==> src/rtl/pam_pkg.sv <==
`timescale 1ns/1ps
package pam_pkg;
  // search sequencer states
  typedef enum logic [1:0] {
    PAM_IDLE = 2'd0,  // waiting for start
    PAM_LEN  = 2'd1,  // length byte arriving
    PAM_MASK = 2'd2,  // match byte and packet byte arriving
    PAM_CMP  = 2'd3   // mask byte arriving, compare
  } pam_state_e;
endpackage

==> src/rtl/pam_byte_lane.sv <==
`timescale 1ns/1ps
module pam_byte_lane #(
  parameter int DW = 8
) (
  input  logic          clk,
  input  logic          rst_n,
  input  logic          capture,
  input  logic [DW-1:0] cfg_rdata,
  input  logic [DW-1:0] pkt_rdata,
  output logic          byte_ok
);
  logic [DW-1:0] pat_q;
  logic [DW-1:0] pkt_q;

  // hold the match byte and packet byte while the mask byte is fetched
  always_ff @(posedge clk or negedge rst_n) begin
    if (!rst_n) begin
      pat_q <= '0;
      pkt_q <= '0;
    end else if (capture) begin
      pat_q <= cfg_rdata;
      pkt_q <= pkt_rdata;
    end
  end

  // mask byte is on cfg_rdata in the compare cycle
  always_comb begin
    byte_ok = (((pkt_q ^ pat_q) & cfg_rdata) == '0);
  end
endmodule

==> src/rtl/pam_rd_addr.sv <==
`timescale 1ns/1ps
module pam_rd_addr
  import pam_pkg::*;
#(
  parameter int CFG_AW    = 9,
  parameter int PKT_AW    = 8,
  parameter int DW        = 8,
  parameter int TBL_FIRST = 'h12A,
  parameter int TBL_LAST  = 'h13D
) (
  input  pam_state_e        state,
  input  logic              start,
  input  logic [CFG_AW-1:0] ptr,
  input  logic [DW-1:0]     bidx,
  input  logic [PKT_AW-1:0] base_pos,
  output logic              cfg_ren,
  output logic [CFG_AW-1:0] cfg_raddr,
  output logic              pkt_ren,
  output logic [PKT_AW-1:0] pkt_raddr
);
  localparam logic [CFG_AW:0]   LAST_X  = (CFG_AW+1)'(TBL_LAST);
  localparam logic [CFG_AW-1:0] FIRST_A = CFG_AW'(TBL_FIRST);

  logic [CFG_AW:0]   ptr_p1;
  logic [CFG_AW:0]   ptr_p2;
  logic [PKT_AW-1:0] pkt_k;

  always_comb begin
    ptr_p1 = {1'b0, ptr} + (CFG_AW+1)'(1);
    ptr_p2 = {1'b0, ptr} + (CFG_AW+1)'(2);
    pkt_k  = base_pos + PKT_AW'(bidx);
  end

  always_comb begin
    cfg_ren   = 1'b0;
    cfg_raddr = FIRST_A;
    pkt_ren   = 1'b0;
    pkt_raddr = pkt_k;
    unique case (state)
      PAM_IDLE: begin
        cfg_ren   = start;
        cfg_raddr = FIRST_A;
      end
      PAM_LEN: begin
        // first match byte of the field and first packet byte
        cfg_ren   = (ptr_p1 <= LAST_X);
        cfg_raddr = ptr_p1[CFG_AW-1:0];
        pkt_ren   = 1'b1;
        pkt_raddr = base_pos;
      end
      PAM_MASK: begin
        cfg_ren   = 1'b1;
        cfg_raddr = ptr_p1[CFG_AW-1:0];
      end
      PAM_CMP: begin
        // next match byte, or the next length byte
        cfg_ren   = (ptr_p2 <= LAST_X);
        cfg_raddr = ptr_p2[CFG_AW-1:0];
        pkt_ren   = 1'b1;
        pkt_raddr = pkt_k + PKT_AW'(1);
      end
      default: begin
        cfg_ren = 1'b0;
      end
    endcase
  end
endmodule

==> src/rtl/pam_seq.sv <==
`timescale 1ns/1ps
module pam_seq
  import pam_pkg::*;
#(
  parameter int CFG_AW    = 9,
  parameter int DW        = 8,
  parameter int TBL_FIRST = 'h12A,
  parameter int TBL_LAST  = 'h13D,
  parameter int IDX_W     = 3
) (
  input  logic              clk,
  input  logic              rst_n,
  input  logic              start,
  input  logic [DW-1:0]     cfg_rdata,
  input  logic              byte_ok,
  output pam_state_e        state,
  output logic [CFG_AW-1:0] ptr,
  output logic [DW-1:0]     bidx,
  output logic              done,
  output logic              match,
  output logic [IDX_W-1:0]  field_index
);
  // wide enough for a table address plus twice a length byte
  localparam int SPAN_W = ((CFG_AW > DW + 1) ? CFG_AW : DW + 1) + 1;
  localparam logic [SPAN_W-1:0] LAST_S = SPAN_W'(TBL_LAST);

  pam_state_e        state_q;
  logic [CFG_AW-1:0] ptr_q;
  logic [DW-1:0]     len_q;
  logic [DW-1:0]     bidx_q;
  logic [IDX_W-1:0]  fidx_q;
  logic              acc_q;
  logic              done_q;
  logic              match_q;
  logic [IDX_W-1:0]  idx_q;

  logic [SPAN_W-1:0] field_end;
  logic [SPAN_W-1:0] next_len_pos;
  logic              acc_n;
  logic              last_byte;

  always_comb begin
    field_end    = SPAN_W'(ptr_q) + SPAN_W'({cfg_rdata, 1'b0});
    next_len_pos = SPAN_W'(ptr_q) + SPAN_W'(2);
    acc_n        = acc_q & byte_ok;
    last_byte    = (bidx_q == (len_q - DW'(1)));
  end

  always_ff @(posedge clk or negedge rst_n) begin
    if (!rst_n) begin
      state_q <= PAM_IDLE;
      ptr_q   <= '0;
      len_q   <= '0;
      bidx_q  <= '0;
      fidx_q  <= '0;
      acc_q   <= 1'b0;
      done_q  <= 1'b0;
      match_q <= 1'b0;
      idx_q   <= '0;
    end else begin
      done_q <= 1'b0;
      unique case (state_q)
        PAM_IDLE: begin
          if (start) begin
            ptr_q   <= CFG_AW'(TBL_FIRST);
            fidx_q  <= '0;
            state_q <= PAM_LEN;
          end
        end
        PAM_LEN: begin
          len_q  <= cfg_rdata;
          bidx_q <= '0;
          acc_q  <= 1'b1;
          if (cfg_rdata == '0) begin
            // end of chain; an empty chain disables filtering
            done_q  <= 1'b1;
            match_q <= (fidx_q == '0);
            idx_q   <= '0;
            state_q <= PAM_IDLE;
          end else if (field_end > LAST_S) begin
            done_q  <= 1'b1;
            match_q <= 1'b0;
            idx_q   <= '0;
            state_q <= PAM_IDLE;
          end else begin
            ptr_q   <= ptr_q + CFG_AW'(1);
            state_q <= PAM_MASK;
          end
        end
        PAM_MASK: begin
          state_q <= PAM_CMP;
        end
        PAM_CMP: begin
          if (last_byte) begin
            if (acc_n) begin
              done_q  <= 1'b1;
              match_q <= 1'b1;
              idx_q   <= fidx_q;
              state_q <= PAM_IDLE;
            end else if (next_len_pos > LAST_S) begin
              done_q  <= 1'b1;
              match_q <= 1'b0;
              idx_q   <= '0;
              state_q <= PAM_IDLE;
            end else begin
              ptr_q   <= ptr_q + CFG_AW'(2);
              fidx_q  <= fidx_q + IDX_W'(1);
              state_q <= PAM_LEN;
            end
          end else begin
            bidx_q  <= bidx_q + DW'(1);
            ptr_q   <= ptr_q + CFG_AW'(2);
            acc_q   <= acc_n;
            state_q <= PAM_MASK;
          end
        end
        default: state_q <= PAM_IDLE;
      endcase
    end
  end

  assign state       = state_q;
  assign ptr         = ptr_q;
  assign bidx        = bidx_q;
  assign done        = done_q;
  assign match       = match_q;
  assign field_index = idx_q;
endmodule

==> src/rtl/pkt_addr_matcher.sv <==
`timescale 1ns/1ps
module pkt_addr_matcher
  import pam_pkg::*;
#(
  parameter int CFG_AW    = 9,
  parameter int PKT_AW    = 8,
  parameter int DW        = 8,
  parameter int TBL_FIRST = 'h12A,
  parameter int TBL_LAST  = 'h13D,
  parameter int IDX_W     = $clog2((TBL_LAST - TBL_FIRST + 1) / 3)
) (
  input  logic              clk,
  input  logic              rst_n,
  input  logic              start,
  input  logic [PKT_AW-1:0] addr_pos,
  output logic              cfg_ren,
  output logic [CFG_AW-1:0] cfg_raddr,
  input  logic [DW-1:0]     cfg_rdata,
  output logic              pkt_ren,
  output logic [PKT_AW-1:0] pkt_raddr,
  input  logic [DW-1:0]     pkt_rdata,
  output logic              done,
  output logic              match,
  output logic [IDX_W-1:0]  field_index
);
  pam_state_e        state;
  logic [CFG_AW-1:0] ptr;
  logic [DW-1:0]     bidx;
  logic              byte_ok;
  logic              capture;

  assign capture = (state == PAM_MASK);

  pam_seq #(
    .CFG_AW(CFG_AW), .DW(DW), .TBL_FIRST(TBL_FIRST),
    .TBL_LAST(TBL_LAST), .IDX_W(IDX_W)
  ) u_seq (
    .clk(clk), .rst_n(rst_n), .start(start), .cfg_rdata(cfg_rdata),
    .byte_ok(byte_ok), .state(state), .ptr(ptr), .bidx(bidx),
    .done(done), .match(match), .field_index(field_index)
  );

  pam_rd_addr #(
    .CFG_AW(CFG_AW), .PKT_AW(PKT_AW), .DW(DW),
    .TBL_FIRST(TBL_FIRST), .TBL_LAST(TBL_LAST)
  ) u_addr (
    .state(state), .start(start), .ptr(ptr), .bidx(bidx),
    .base_pos(addr_pos), .cfg_ren(cfg_ren), .cfg_raddr(cfg_raddr),
    .pkt_ren(pkt_ren), .pkt_raddr(pkt_raddr)
  );

  pam_byte_lane #(.DW(DW)) u_lane (
    .clk(clk), .rst_n(rst_n), .capture(capture),
    .cfg_rdata(cfg_rdata), .pkt_rdata(pkt_rdata), .byte_ok(byte_ok)
  );
endmodule

==> config.mk <==
export PLATFORM = sky130hd
export DESIGN_NAME = pkt_addr_matcher
export DESIGN_NICKNAME = d
export VERILOG_FILES = /design/src/rtl/pam_pkg.sv /design/src/rtl/pam_byte_lane.sv /design/src/rtl/pam_rd_addr.sv /design/src/rtl/pam_seq.sv /design/src/rtl/pkt_addr_matcher.sv
export SDC_FILE = /design/constraint.sdc
export NUM_CORES = 1
export LEC_CHECK = 0
export BUFFER_PORTS_ARGS = -buffer_cell sky130_fd_sc_hd__buf_2
export CORE_MARGIN = 3
export CORE_UTILIZATION = 45
export CTS_CLUSTER_DIAMETER = 40
export CTS_CLUSTER_SIZE = 10
export DETAILED_ROUTE_END_ITERATION = 10
export GPL_ROUTABILITY_DRIVEN = 1
export MAX_ROUTING_LAYER = met4
export PLACE_DENSITY = 0.78
export SYNTH_ARGS = -nofsm -noshare
export SYNTH_HDL_FRONTEND = slang
export SYNTH_SLANG_ARGS = --single-unit
==> constraint.sdc <==
create_clock -name clk -period 2.7 [get_ports clk]
set_input_delay 0.27 -clock clk [delete_from_list [all_inputs] [get_ports clk]]
set_output_delay 0.27 -clock clk [all_outputs]
set_load 0.02 [all_outputs]
; After elaboration in Yosys (flattened, before gate mapping)
; Cells that the tools add are included.
[word_totals]
regBits = 52
output_inout_bits = 24
word_cells = 101
[op_classes]
add_sub_neg = 10
order_cmp = 4
eq_ne = 15
muxes = 45
bitwise = 3
n_reduce_logical = 13
[ops]
columns = cell, n
row1 = $mux W9, 6
row2 = $pmux W9 S3, 2
row3 = $pmux W8 S2, 2
row4 = $mux W3, 9
row5 = $gt A10 B9 Y1 const B, 2
row6 = $le A10 B9 Y1 const B, 2
row7 = $add A8 B1 Y8 const B, 2
row8 = $logic_not A8 Y1, 2
row9 = $ne A2 B2 Y1 const B, 7
row10 = $mux W1, 13
row11 = $ne A3 B3 Y1 const B, 4
row12 = $pmux W3 S2, 2
row13 = $add A9 B1 Y10 const B, 1
row14 = $add A9 B2 Y10 const B, 1
row15 = $add A9 B9 Y10, 1
row16 = $mux W2, 5
row17 = $add A9 B1 Y9 const B, 1
row18 = $add A9 B2 Y9 const B, 1
row19 = $add A8 B8 Y8, 1
row20 = $and A8 B8 Y8, 1
row21 = $eq A8 B8 Y1, 1
row22 = $mux W8, 1
row23 = $pmux W2 S4, 1
row24 = $sub A8 B1 Y8 const B, 1
row25 = other kinds (16), 21

; Longest topological paths before layout
; Gate-level depths: netlist (run 1).
[depth]
depth_word = 7
mapped_depth = 13
ltp_nobuf = 11

; By module
; From an unflattened synthesis (run 1), not the netlist that was laid out.
[hier_totals]
hier_cells = 532
hier_area_um2 = 4564.4
[modules_own_cells]
columns = mod, instances, cells_each, area_per_inst_um2
row1 = pam_seq, 1, 319, 2662.6
row2 = pam_rd_addr, 1, 165, 1129.8
row3 = pam_byte_lane, 1, 47, 758.2
row4 = pkt_addr_matcher, 1, 1, 13.8

; Least setup slack after synthesis (run 1)
; No wires, ideal clock.
[synth_path]
path_kind = flip-flop to output port
startpoint = register u_seq.bidx_q[0] (netlist: u_seq.bidx[0])
endpoint = output port pkt_raddr[7]
arrival_time_ps = 2659
required_ps = 2430
slack_ps = -229
stages_incl_launch_ff = 10
n_path_buf = 0
path_cell_list = dfrtp_1 -> ha_1 -> fa_1 -> a21o_1 -> a21oi_1 -> xnor2_1 -> and3_1 -> and4_1 -> xor3_1 -> a31oi_1
[synth_between]
elab_chain_cells = 3
[synth_rtl]
columns = item, line_no
row1 = from (decl), pam_seq.sv:30  ; logic [DW-1:0] bidx_q;
row2 = from (signal assigned), pam_seq.sv:111  ; bidx_q <= bidx_q + DW'(1);
row3 = $add A8 B8 Y8 *, pam_rd_addr.sv:31  ; pkt_k = base_pos + PKT_AW'(bidx);
row4 = $add A8 B1 Y8, pam_rd_addr.sv:60  ; pkt_raddr = pkt_k + PKT_AW'(1);
row5 = $pmux W8 S2 *, pam_rd_addr.sv:39  ; unique case (state)
row6 = to (decl), pkt_addr_matcher.sv:20  ; output logic [PKT_AW-1:0] pkt_raddr,
; Every way passes the cells marked *; elsewhere a longest branch is shown, timed or not.

; Final worst setup path (run 1)
; Ends and elaborated chain as after synthesis.

==> key figures, run 1 <==
Critical path
  – CP arrival: 2.92 ns
  – Crit. End Element: output pin
  – R2R Setup Slk: -0.18 ns
  – FF-to-FF Start: u_seq.ptr[1]$_DFFE_PN0P_
  – R2r endpoint: u_seq.ptr[2]$_DFFE_PN0P_
  – CP Launch Type: register
  – Critical Path Sink: pkt_raddr[7]
  – CP startpoint: u_seq.bidx[0]$_DFFE_PN0P_
  – Worst Path Required: around 2.4 ns
  – Worst-path fanout max: 2
  – Worst Reg-to-Reg Cells: 13
  – Setup Crit Path Kind: register to output pin

Cells and area
  – Fill cell count: 800
  – Diodes inserted: 0
  – Post-route insts no fill: 752
  – Area of the multi-input gates: about 0.0031 mm²
  – P&R area growth vs syn: 32.46%
  – Final net count: roughly 680
  – Sequential cell area: roughly 0.0013 mm²
  – Post-layout util: about three fifths
  – Share of layout cells above drive strength 1: 36.76%

Synth
  – Area leader, netlist: dfrtp_1
  – Warnings from Yosys: 0
  – Post-Syn Area: 0.004352 mm²
  – Main synth FF type: dfrtp_1
  – Synth top area cells: dfrtp_1 (30%), ha_1 (8.9%), mux2_2 (6.2%)
  – Syn nets: 550
  – Seq cells post-synth: 52
  – Count of cell types in the netlist: 66
  – Cells after synthesis: 490
  – EDFF count, synth: 0
  – Asr flop ratio synth: 100.0%
  – Sequential element share of the synthesized area: 29.90%
  – Syn Area/Cell: approximately 8.9 µm²
  – Top-area cell type share of the netlist area: between 20 and 30%

Detailed routing
  – Wire per inst: roughly 17 µm
  – First drt pass iteration count: 4
  – Drt total wl: between 10000 and 15000 µm
  – Iter 0 DRT Violations: 264
  – Vias post-DR: 4259
  – Vias per cell: 5.664
  – ANT nets after route: 0
  – DRC: 0

Die
  – # IOs: between 50 and 60
  – Die area: ~0.011 mm²
  – FP Rows: 35
  – Initial core utilization: ~47%
  – Width of the die: around 100 µm
  – Core area: just over 0.009 mm²
  – Die height: around 100 µm

STA
  – Period utilisation layout: 118.2%
  – Unrepaired setup endpoints after global routing: yes
  – Final hold vios: 0
  – Min Clock Period, post-route: about 3.2 ns
  – Final setup fails: 19
  – Setup WS post-layout: -0.4907 ns
  – Fin Hold WS: 0.1662 ns
  – Least-Margin Pin Slew: about 0.53 ns
  – Max frequency: around 310 MHz
  – Worst Clk Skew: 0.01318 ns
  – Max-slew violation count: 0
  – Final TNS setup: -2.643 ns
  – Worst slew margin: around 64%

Placement
  – Placed Cells incl. Taps: 723
  – GP Congestion: between 0.9 and 1
  – DP HPWL: 9334 µm
  – Port buffer count: 50

Run status
  – Violated checks: setup timing
  – Outcome: complete, but fails checks

Clock tree
  – CTS Buf Count: 5
  – Clock Sinks: between 50 and 60
  – Clock transition at the registers of the reported paths: 0.11 ns
  – Clk buf depth: 2
  – H-tree levels: 2
  – Clk root buf: clkbuf_8
  – CTS tree: built
  – Clk Latency, worst-skew pair: 0.33 ns

Global route
  – Largest net degree at the start of global routing: 20
  – Congestion Overflow GR: 0
  – Gr usage total: between 20% and 30%
  – Antenna violations before repair: 0
  – First-pass GRT wire length: ~21000 µm
  – Vias in the first global route: between 4000 and 5000

Flow run
  – Max_cap viols: 0

Power
  – Power Total: ~6.2 mW
  – VDD IR max: about 620 µV
  – Power Dens Cells: approximately 1100 mW/mm²
  – Leakage: between 2 and 3 nW

Min path
  – Hold Crit Class: primary input to register
  – HP Start: pkt_rdata[2]
-- critical path: stages, from the launching register on --
cell and delay [ns]:
dfrtp_1 0.41, ha_4 0.15, fa_2 0.21, a21o_1 0.13
a21oi_2 0.07, buf_4 0.14, or4b_4 0.48, o2111ai_2 0.11
and4_1 0.22, xor3_2 0.31, a21oi_4 0.17, a31oi_4 0.05
buf_6 0.16
-- flip-flops by register name (all words and copies together), names as in the netlist, 2 cells and up --
register and cells:
u_seq.bidx 8, u_seq.fidx_q 3, u_seq.state 2, u_seq.len_q 8
u_lane.pat_q 8, u_seq.field_index 3, u_seq.ptr 9, u_lane.pkt_q 8
-- metrics by stage --
step / setup slack [ns] / instance area [µm²]
4_1_cts: -0.5952 / 5557
3_3_place_gp: -0.1686 / 5285
3_5_place_dp: -0.2530 / 5285
5_1_grt: -0.6098 / 5764
6_report: -0.4907 / 5764
2_1_floorplan: -0.08176 / 4400
-- cell usage after synthesis, drive strengths merged, types with 3 or more instances --
library cell   n
o31ai          3
a211oi         5
a21oi         27
nand3         14
o21bai         5
inv           25
mux2i         10
a41oi          3
o21a           4
o21ai         29
a21o           5
or4            4
mux2          24
o22ai          4
nor4           3
nand2b         9
and3           7
buf            9
nor2b          3
ha            31
clkbuf        16
o2111ai        3
nand4          8
xor2          26
nand2         45
a31oi          6
nor3          11
or2            4
and4           4
nor2          31
xnor2         14
a22oi         13
dfrtp         52
-- power breakdown --
part,total (mW),switching [mW],leakage (nW),internal [mW]
clock network,0.501,0.311,0.0452,0.190
registers,1.31,0.254,0.647,1.06
logic,4.38,2.33,1.94,2.05
-- layout by cell type (no fill, tap or decap), types with 4 or more instances in the layout --
master and instances:
a22oi_1 12, o22ai_1 4, xnor2_1 13, buf_6 9
and3_1 6, o21bai_1 4, xor2_1 23, nor2_1 29
buf_4 94, inv_1 24, o21ai_1 5, nand4_1 8
a21oi_1 21, a21oi_2 5, ha_1 27, nand2b_1 8
clkbuf_8 5, or4_1 4, nand3_1 12, a31oi_1 5
dfrtp_1 51, o21ai_0 24, a21o_1 5, buf_2 45
nor3_1 11, a211oi_1 4, mux2i_1 9, nand2_1 45
mux2_2 24
-- final cells by class --
type,count,area share [%]
timing repair buffer,149,18.08
clock inverter,3,0.4341
sequential,52,22.60
tap,129,2.800
clock buffer,5,1.194
inverter,25,1.628
multi-input combinational,389,53.27
-- per-layer routing --
| layer | global-route usage, % | up-vias | part of all wire (%) |
|---|---|---|---|
| li1 | - | 2046 | - |
| met2 | 40.13 | 134 | 52 |
| met4 | 7.312 | 0 | 2.4 |
| met3 | 2.980 | 33 | 4.7 |
| met1 | 27.42 | 2046 | 41 |
| met5 | - | - | 0 |
-- logic make-up (layout without fill, tap and decap cells) --
| logic type | Yosys count | count (layout) | share of synthesized area [%] |
|---|---|---|---|
| simple gates | 153 | 153 | 17.85 |
| fa+ha+maj | 33 | 33 | 9.833 |
| flops | 52 | 52 | 29.90 |
| compound gates | 127 | 128 | 20.39 |
| buf+inv | 50 | 182 | 4.916 |
| mux | 34 | 34 | 8.511 |
| xor+xnor | 41 | 41 | 8.597 |
-- worst min-delay path by stage --
stage	depth (start not counted)	endpoint
final	2	u_lane.pkt_q[2]$_DFFE_PN0N_
after global routing	2	u_lane.pkt_q[3]$_DFFE_PN0N_
after CTS	2	u_lane.pkt_q[2]$_DFFE_PN0N_
after detailed placement	1	u_lane.pkt_q[3]$_DFFE_PN0N_
after global placement	1	u_lane.pat_q[6]$_DFFE_PN0N_
after floorplan	0	u_lane.pat_q[0]$_DFFE_PN0N_
-- repair_timing --
item                                   in CTS  in global routing
gates cloned                                1                  0
setup endpoints to repair                  22                 29
pin swaps                                  13                  8
endpoints found under the hold margin      16                  0
hold buffers                                1                  0
gates resized for setup                    28                 28
setup buffers                              10                 10
Note: power is estimated with default switching activity, not from simulation.
==> run 2, diff against run 1 <==
--- a/config.mk
+++ b/config.mk
@@ -5,6 +5,7 @@
 export SDC_FILE = /design/constraint.sdc
 export NUM_CORES = 1
 export LEC_CHECK = 0
+export ABC_CLOCK_PERIOD_IN_PS = 2770
 export BUFFER_PORTS_ARGS = -buffer_cell sky130_fd_sc_hd__buf_2
 export CORE_MARGIN = 3
 export CORE_UTILIZATION = 45
@@ -12,6 +13,7 @@
 export CTS_CLUSTER_SIZE = 10
 export DETAILED_ROUTE_END_ITERATION = 10
 export GPL_ROUTABILITY_DRIVEN = 1
+export HOLD_SLACK_MARGIN = 0.02
 export MAX_ROUTING_LAYER = met4
 export PLACE_DENSITY = 0.78
 export SYNTH_ARGS = -nofsm -noshare
==> constraint.sdc (replaced) <==
create_clock -name clk -period 2.77 [get_ports clk]
set_input_delay 0.277 -clock clk [delete_from_list [all_inputs] [get_ports clk]]
set_output_delay 0.277 -clock clk [all_outputs]
set_load 0.02 [all_outputs]
==> key figures, run 2 (synthesis gave the netlist of run 1 again) <==
Run status
  – Outcome: complete, but fails checks
  – Violated checks: setup timing

Critical path
  – Cell mode on critical path: a21o_1
  – CP max stage cell: dfrtp_1
  – CP cell instances: ha_1, a21o_1, a21o_1, a211o_1, a221oi_4, and4_1, xor3_2, a21oi_2, a31oi_4, buf_6
  – Crit. End Element: output pin
  – CP arrival: ~3 ns
  – Setup Crit Path Kind: register to output pin
  – CP Launch Type: register
  – Worst-path fanout max: 2
  – CP max stage delay: roughly 0.40 ns
  – Worst Reg-to-Reg Cells: 14
  – Worst Path Required: around 2.5 ns

Cells and area
  – Area of the multi-input gates: between 0.003 and 0.004 mm²
  – Commonest non-fill, non-tap cells in the layout: buf_4 (79), dfrtp_1 (51), nand2_1 (45), buf_2 (45), nor2_1 (30)
  – Sequential cell area: approximately 0.0013 mm²
  – Fill cell count: 771
  – Diodes inserted: 0
  – Max reg flops: 9
  – Most common cell after layout, fill and taps aside: buf_4
  – Cell area after layout: 0.005602 mm²
  – Share of layout cells above drive strength 1: 34.49%
  – P&R area growth vs syn: 28.72%
  – Post-route insts no fill: around 740
  – Final net count: between 600 and 700

STA
  – Final setup fails: 13
  – Max frequency: ~300 MHz
  – Setup WS post-layout: -0.5043 ns
  – Final hold vios: 0
  – Min Clock Period, post-route: 3.274 ns
  – Unrepaired setup endpoints after global routing: yes
  – Max-slew violation count: 0
  – Period utilisation layout: 118.2%
  – Worst slew margin: around two fifths
  – Least-Margin Pin Slew: 0.9052 ns
  – Worst Clk Skew: between 0.005 and 0.006 ns

Power
  – Logic gate share of total power: a little over two thirds
  – Switch Pwr: between 2 and 3 mW
  – Reg power frac: between 20% and 30%
  – VDD IR max: 712.6 µV
  – Pint: ~3 mW
  – Switching part of the total: between 40% and 50%
  – Leakage: 2.531 nW
  – Power Dens Cells: 1043 mW/mm²
  – Clock power share: approximately 8.1%
  – Power Total: between 5 and 6 mW

Placement
  – DP HPWL: around 9400 µm
  – Placed Cells incl. Taps: 712
  – Port buffer count: 50
  – GP Congestion: around 0.95
  – DP Area: 0.005202 mm²

Clock tree
  – Clock transition at the registers of the reported paths: between 0.1 and 0.15 ns
  – Clk root buf: clkbuf_8
  – CTS Buf Count: 5
  – Clk buf depth: 2
  – H-tree levels: 2
  – Clk Latency, worst-skew pair: 0.31 ns
  – CTS tree: built
  – Clock Sinks: between 50 and 60

Detailed routing
  – ANT nets after route: 0
  – Wire per inst: roughly 17 µm
  – Drt total wl: ~13000 µm
  – Vias post-DR: 4306
  – Iter 0 DRT Violations: a little under 300
  – First drt pass iteration count: 5
  – DRC: 0
  – Vias per cell: 5.859

Die
  – Die height: roughly 100 µm
  – Die area: approximately 0.011 mm²
  – FP Rows: 35
  – Core area: between 0.009 and 0.01 mm²
  – # IOs: 51
  – Initial core utilization: 46.65%
  – Width of the die: approximately 100 µm

Min path
  – Worst hold stages: 2
  – Hold Crit Class: primary input to register

Global route
  – Gr usage total: a little under a quarter
  – Vias in the first global route: approximately 4400
  – Antenna violations before repair: 0
  – Largest net degree at the start of global routing: 22
  – Congestion Overflow GR: 0
  – First-pass GRT wire length: roughly 20000 µm

Flow run
  – Max_cap viols: 0
==> run 2: cell types whose count changed in the layout (fill, tap and decap cells not counted), sizes merged <==
cell,previous run,this run
clkinv,0,1
buf,148,131
inv,27,26
==> run 2: per-stage QoR <==
stage	TNS (ns)	hold slack, ns	worst slack, ns	util [%]
after global placement	-0.2373	0.2097	-0.09541	55.77
after CTS	-1.033	0.1850	-0.4730	58.12
after detailed placement	-1.883	0.2091	-0.2111	55.77
after floorplan	-0.01876	-0.01859	-0.01876	-
after global routing	-5.325	0.1801	-0.6234	60.05
final	-1.673	0.1841	-0.5043	60.05
==> run 2: layer usage <==
layer / vias to the layer above / share of wire [%] / track usage [%]
met3: 34 / 5.9 / 3.414
met5: - / 0 / -
met1: 2086 / 39 / 26.76
met2: 172 / 52 / 41.14
li1: 2014 / - / -
met4: 0 / 2.7 / 7.597
==> run 2: area by class of cell <==
cell class	count	area share, %
multi-input combinational	389	54.28
sequential	52	23.25
timing repair buffer	132	16.19
tap	129	2.881
inverter	25	1.675
clock buffer	5	1.229
clock inverter	3	0.4914
==> run 2: worst paths after layout <==
check | start | slack (ns) | end
max | u_seq.bidx[1]$_DFFE_PN0P_ | -0.50 | pkt_raddr[7]
min reg2reg | u_seq.field_index[1]$_DFFE_PN0P_ | 0.53 | u_seq.field_index[1]$_DFFE_PN0P_
max reg2reg | u_seq.ptr[1]$_DFFE_PN0P_ | -0.12 | u_seq.state[1]$_DFFE_PN0N_
min | pkt_rdata[6] | 0.18 | u_lane.pkt_q[6]$_DFFE_PN0N_
max in group asynchronous | rst_n | 1.73 | u_seq.ptr[1]$_DFFE_PN0P_
min in group asynchronous | rst_n | 0.41 | u_lane.pkt_q[6]$_DFFE_PN0N_
==> run 2: power by group through the flow <==
stage | Sequential (mW) | Clock (mW) | Combinational (mW)
6_report | 1.27 | 0.476 | 4.09
5_1_grt | 1.31 | 0.510 | 4.43
4_1_cts | 1.27 | 0.474 | 3.79
3_5_place_dp | 1.29 | 0 | 3.68
3_3_place_gp | 1.27 | 0 | 3.54
2_1_floorplan | 1.26 | 0 | 2.52
==> run 2: worst max-delay path: cells and delay by family (launching register included) <==
| family | cells | cell delay [ns] |
|---|---|---|
| AOI/OAI and AO/OA | 6 | 1.28 |
| xor gates and xnor gates | 1 | 0.31 |
| adders and majority gates | 1 | 0.27 |
| buffers and inverters | 1 | 0.16 |
| DFF | 1 | 0.40 |
| and+or+nand+nor | 1 | 0.25 |
==> run 2: repair_timing <==
action                                  in CTS  in global routing
setup buffers                                7                  8
endpoints found under the setup margin      21                 31
endpoints found under the hold margin       14                  0
resized for setup                           20                 29
cloned                                       0                  1
pin swaps                                   14                  9
hold buffers                                 1                  0
==> run 3, diff against run 2 <==
--- a/config.mk
+++ b/config.mk
@@ -5,6 +5,7 @@
 export SDC_FILE = /design/constraint.sdc
 export NUM_CORES = 1
 export LEC_CHECK = 0
+export ABC_AREA = 1
 export ABC_CLOCK_PERIOD_IN_PS = 2770
 export BUFFER_PORTS_ARGS = -buffer_cell sky130_fd_sc_hd__buf_2
 export CORE_MARGIN = 3
==> key figures, run 3 <==
Global route
  – Vias in the first global route: 4435
  – Largest net degree at the start of global routing: 53
  – Gr usage total: between 20% and 30%
  – Congestion Overflow GR: 0
  – First-pass GRT wire length: between 15000 and 20000 µm
  – Antenna violations before repair: 0

Synth
  – EDFF count, synth: 0
  – Synth top area cells: dfrtp_1 (30%), nand2_1 (20%), ha_1 (8.9%)
  – Top-area cell type share of the netlist area: just under 30%
  – Cells after synthesis: 672
  – Most frequent cell after synthesis: nand2_1
  – Sequential element share of the synthesized area: between 20% and 30%
  – Asr flop ratio synth: 100.0%
  – Post-Syn Area: about 0.0044 mm²
  – Main synth FF type: dfrtp_1
  – Syn nets: roughly 730
  – Area leader, netlist: dfrtp_1
  – Syn Area/Cell: roughly 6.5 µm²
  – Seq cells post-synth: 52
  – Warnings from Yosys: 0
  – Count of cell types in the netlist: 33
  – Commonest cells in the synthesized netlist: nand2_1 (228), inv_1 (90), nand3_1 (71), dfrtp_1 (52), o21ai_0 (49)

Cells and area
  – P&R area growth vs syn: 15.40%
  – Final net count: between 700 and 800
  – Most common cell after layout, fill and taps aside: nand2_1
  – Share of layout cells above drive strength 1: approximately 14%
  – Diodes inserted: 0
  – Commonest non-fill, non-tap cells in the layout: nand2_1 (226), inv_1 (90), nand3_1 (69)
  – Post-layout util: 54.17%
  – Max reg flops: 9

Detailed routing
  – Wire per inst: 13.83 µm
  – Drt total wl: about 12000 µm
  – Vias post-DR: around 4500
  – DRC: 0
  – Iter 0 DRT Violations: 267
  – ANT nets after route: 0
  – Vias per cell: 5.272
  – First drt pass iteration count: 5

STA
  – Worst slew margin: a little over half
  – Final hold vios: 0
  – Least-Margin Pin Slew: a little under 0.7 ns
  – Period utilisation layout: about 100%
  – Max frequency: approximately 360 MHz
  – Min Clock Period, post-route: 2.766 ns
  – Max-slew violation count: 0
  – Final setup fails: 0
  – Worst Clk Skew: just under 0.009 ns
  – Final TNS setup: 0 ns
  – Unrepaired setup endpoints after global routing: yes

Power
  – Pint: about 1.1 mW
  – Reg power frac: between 50% and 60%
  – Leakage: around 2.7 nW
  – Clock power share: between 30% and 40%
  – Power Dens Cells: ~300 mW/mm²
  – Logic gate share of total power: around 16%
  – VDD IR max: roughly 200 µV
  – Switch Pwr: between 0.4 and 0.5 mW
  – Switching part of the total: between 30% and 40%

Clock tree
  – CTS Buf Count: 5
  – Post-CTS Hold Buffers: 0
  – Clock transition at the registers of the reported paths: between 0.1 and 0.15 ns
  – Clock Sinks: 52
  – Clk buf depth: 2
  – CTS tree: built
  – Clk Latency, worst-skew pair: between 0.3 and 0.4 ns
  – H-tree levels: 2
  – Clk root buf: clkbuf_8

Min path
  – Hold Crit Class: primary input to async pin

Critical path
  – CP arrival: 2.49 ns
  – Worst path top cell family by delay: simple AND/OR/NAND/NOR gates
  – CP bufs+invs: 1
  – Setup Crit Path Kind: register to output pin
  – CP max stage cell: dfrtp_2
  – CP Launch Type: register
  – CP max stage delay: 0.44 ns
  – Worst Path Required: about 2.5 ns
  – Worst-path fanout max: 3
  – Crit. End Element: output pin
  – CP cell instances: ha_4, fa_2, nand3_2, nand2_2, xor2_2, nor4_4, nand2_1, o21ai_1, o21ai_1, nand2_1, buf_4

Run status
  – Outcome: complete, no violations

Die
  – FP Rows: 35
  – Die height: about 100 µm
  – Width of the die: about 100 µm
  – Core area: around 0.0093 mm²
  – Die area: approximately 0.011 mm²
  – Initial core utilization: ~47%
  – # IOs: 51

Placement
  – DP HPWL: between 9000 and 10000 µm
  – GP Congestion: 0.9010
  – Port buffer count: 50

Flow run
  – Max_cap viols: 0
-- run 3: what timing repair did --
| action | 4_1_cts | 5_1_grt |
|---|---|---|
| resized for setup | 6 | 29 |
| pin swaps | 1 | 11 |
| buffers inserted | 1 | 2 |
| setup endpoints to repair | 5 | 6 |
-- run 3: worst reg2reg max path, stage by stage, from the launching register on --
cell and delay, ns:
dfrtp_1 0.37, ha_1 0.17, inv_1 0.06, fa_1 0.36, inv_1 0.12, nand3_1 0.10, nand2_1 0.09, nand2_1 0.06
nand2_1 0.06, inv_1 0.03, nand2_1 0.06, nand4_1 0.09, nand2_1 0.09, nand2_1 0.05, nand2_1 0.35, nand2_4 0.15
nand2_1 0.09, nand2_1 0.06
-- run 3: power groups by stage --
stage	clock, mW	sequential, mW	combinational, mW
2_1_floorplan	0	0.790	0.132
3_3_place_gp	0	0.790	0.208
3_5_place_dp	0	0.791	0.215
4_1_cts	0.483	0.776	0.222
5_1_grt	0.520	0.778	0.274
6_report	0.483	0.777	0.246
-- run 3: final timing paths --
check | startpoint | endpoint | slack [ns] | depth (start not counted)
max | u_seq.bidx[0]$_DFFE_PN0P_ | pkt_raddr[5] | 0.004 | 11
min | rst_n | u_seq.ptr[1]$_DFFE_PN0P_ | 0.05 | 2
max reg2reg | u_seq.ptr[1]$_DFFE_PN0P_ | u_seq.ptr[3]$_DFFE_PN0P_ | 0.31 | 17
min reg2reg | u_seq.match$_DFFE_PN0P_ | u_seq.match$_DFFE_PN0P_ | 0.48 | 2
max in group asynchronous | rst_n | u_seq.bidx[0]$_DFFE_PN0P_ | 2.20 | 2
min in group clk | pkt_rdata[4] | u_lane.pkt_q[4]$_DFFE_PN0N_ | 0.16 | 3
-- run 3: layout make-up --
cell class	count	area, µm²
Inverter	92	345.3
Timing Repair Buffer	64	372.9
Clock inverter	3	27.53
Tap cell	129	161.4
Sequential cell	52	1305
Clock buffer	5	68.82
Fill cell	892	4275
Multi-Input combinational cell	513	2771
-- run 3: logic make-up after synthesis --
family / count (synthesis) / share of synthesized area [%]
and+or+nand+nor: 377 / 36.75
xor gates and xnor gates: 20 / 4.001
adders and majority gates: 33 / 9.774
AOI/OAI and AO/OA: 83 / 10.49
buffers and inverters: 107 / 9.260
DFF: 52 / 29.72
-- run 3: stage by stage --
| stage | hold slack [ns] | instances | power, mW | setup slack (ns) | instance area (µm²) |
|---|---|---|---|---|---|
| after floorplan | -0.01859 | 672 | 0.9219 | 0.4048 | 4378 |
| after global placement | 0.4459 | 847 | 0.9986 | 0.2129 | 4812 |
| after detailed placement | 0.4507 | 847 | 1.007 | 0.1681 | 4812 |
| after CTS | 0.1040 | 856 | 1.481 | 0.03388 | 4942 |
| after global routing | 0.1133 | 858 | 1.572 | -0.1589 | 5052 |
| final | 0.05328 | 858 | 1.506 | 0.004148 | 5052 |
-- run 3: layer usage --
layer | part of all wire (%) | global-route usage [%]
met1 | 44 | 27.12
met2 | 51 | 38.61
met3 | 3.3 | 2.594
met4 | 2.1 | 6.092
met5 | 0 | -
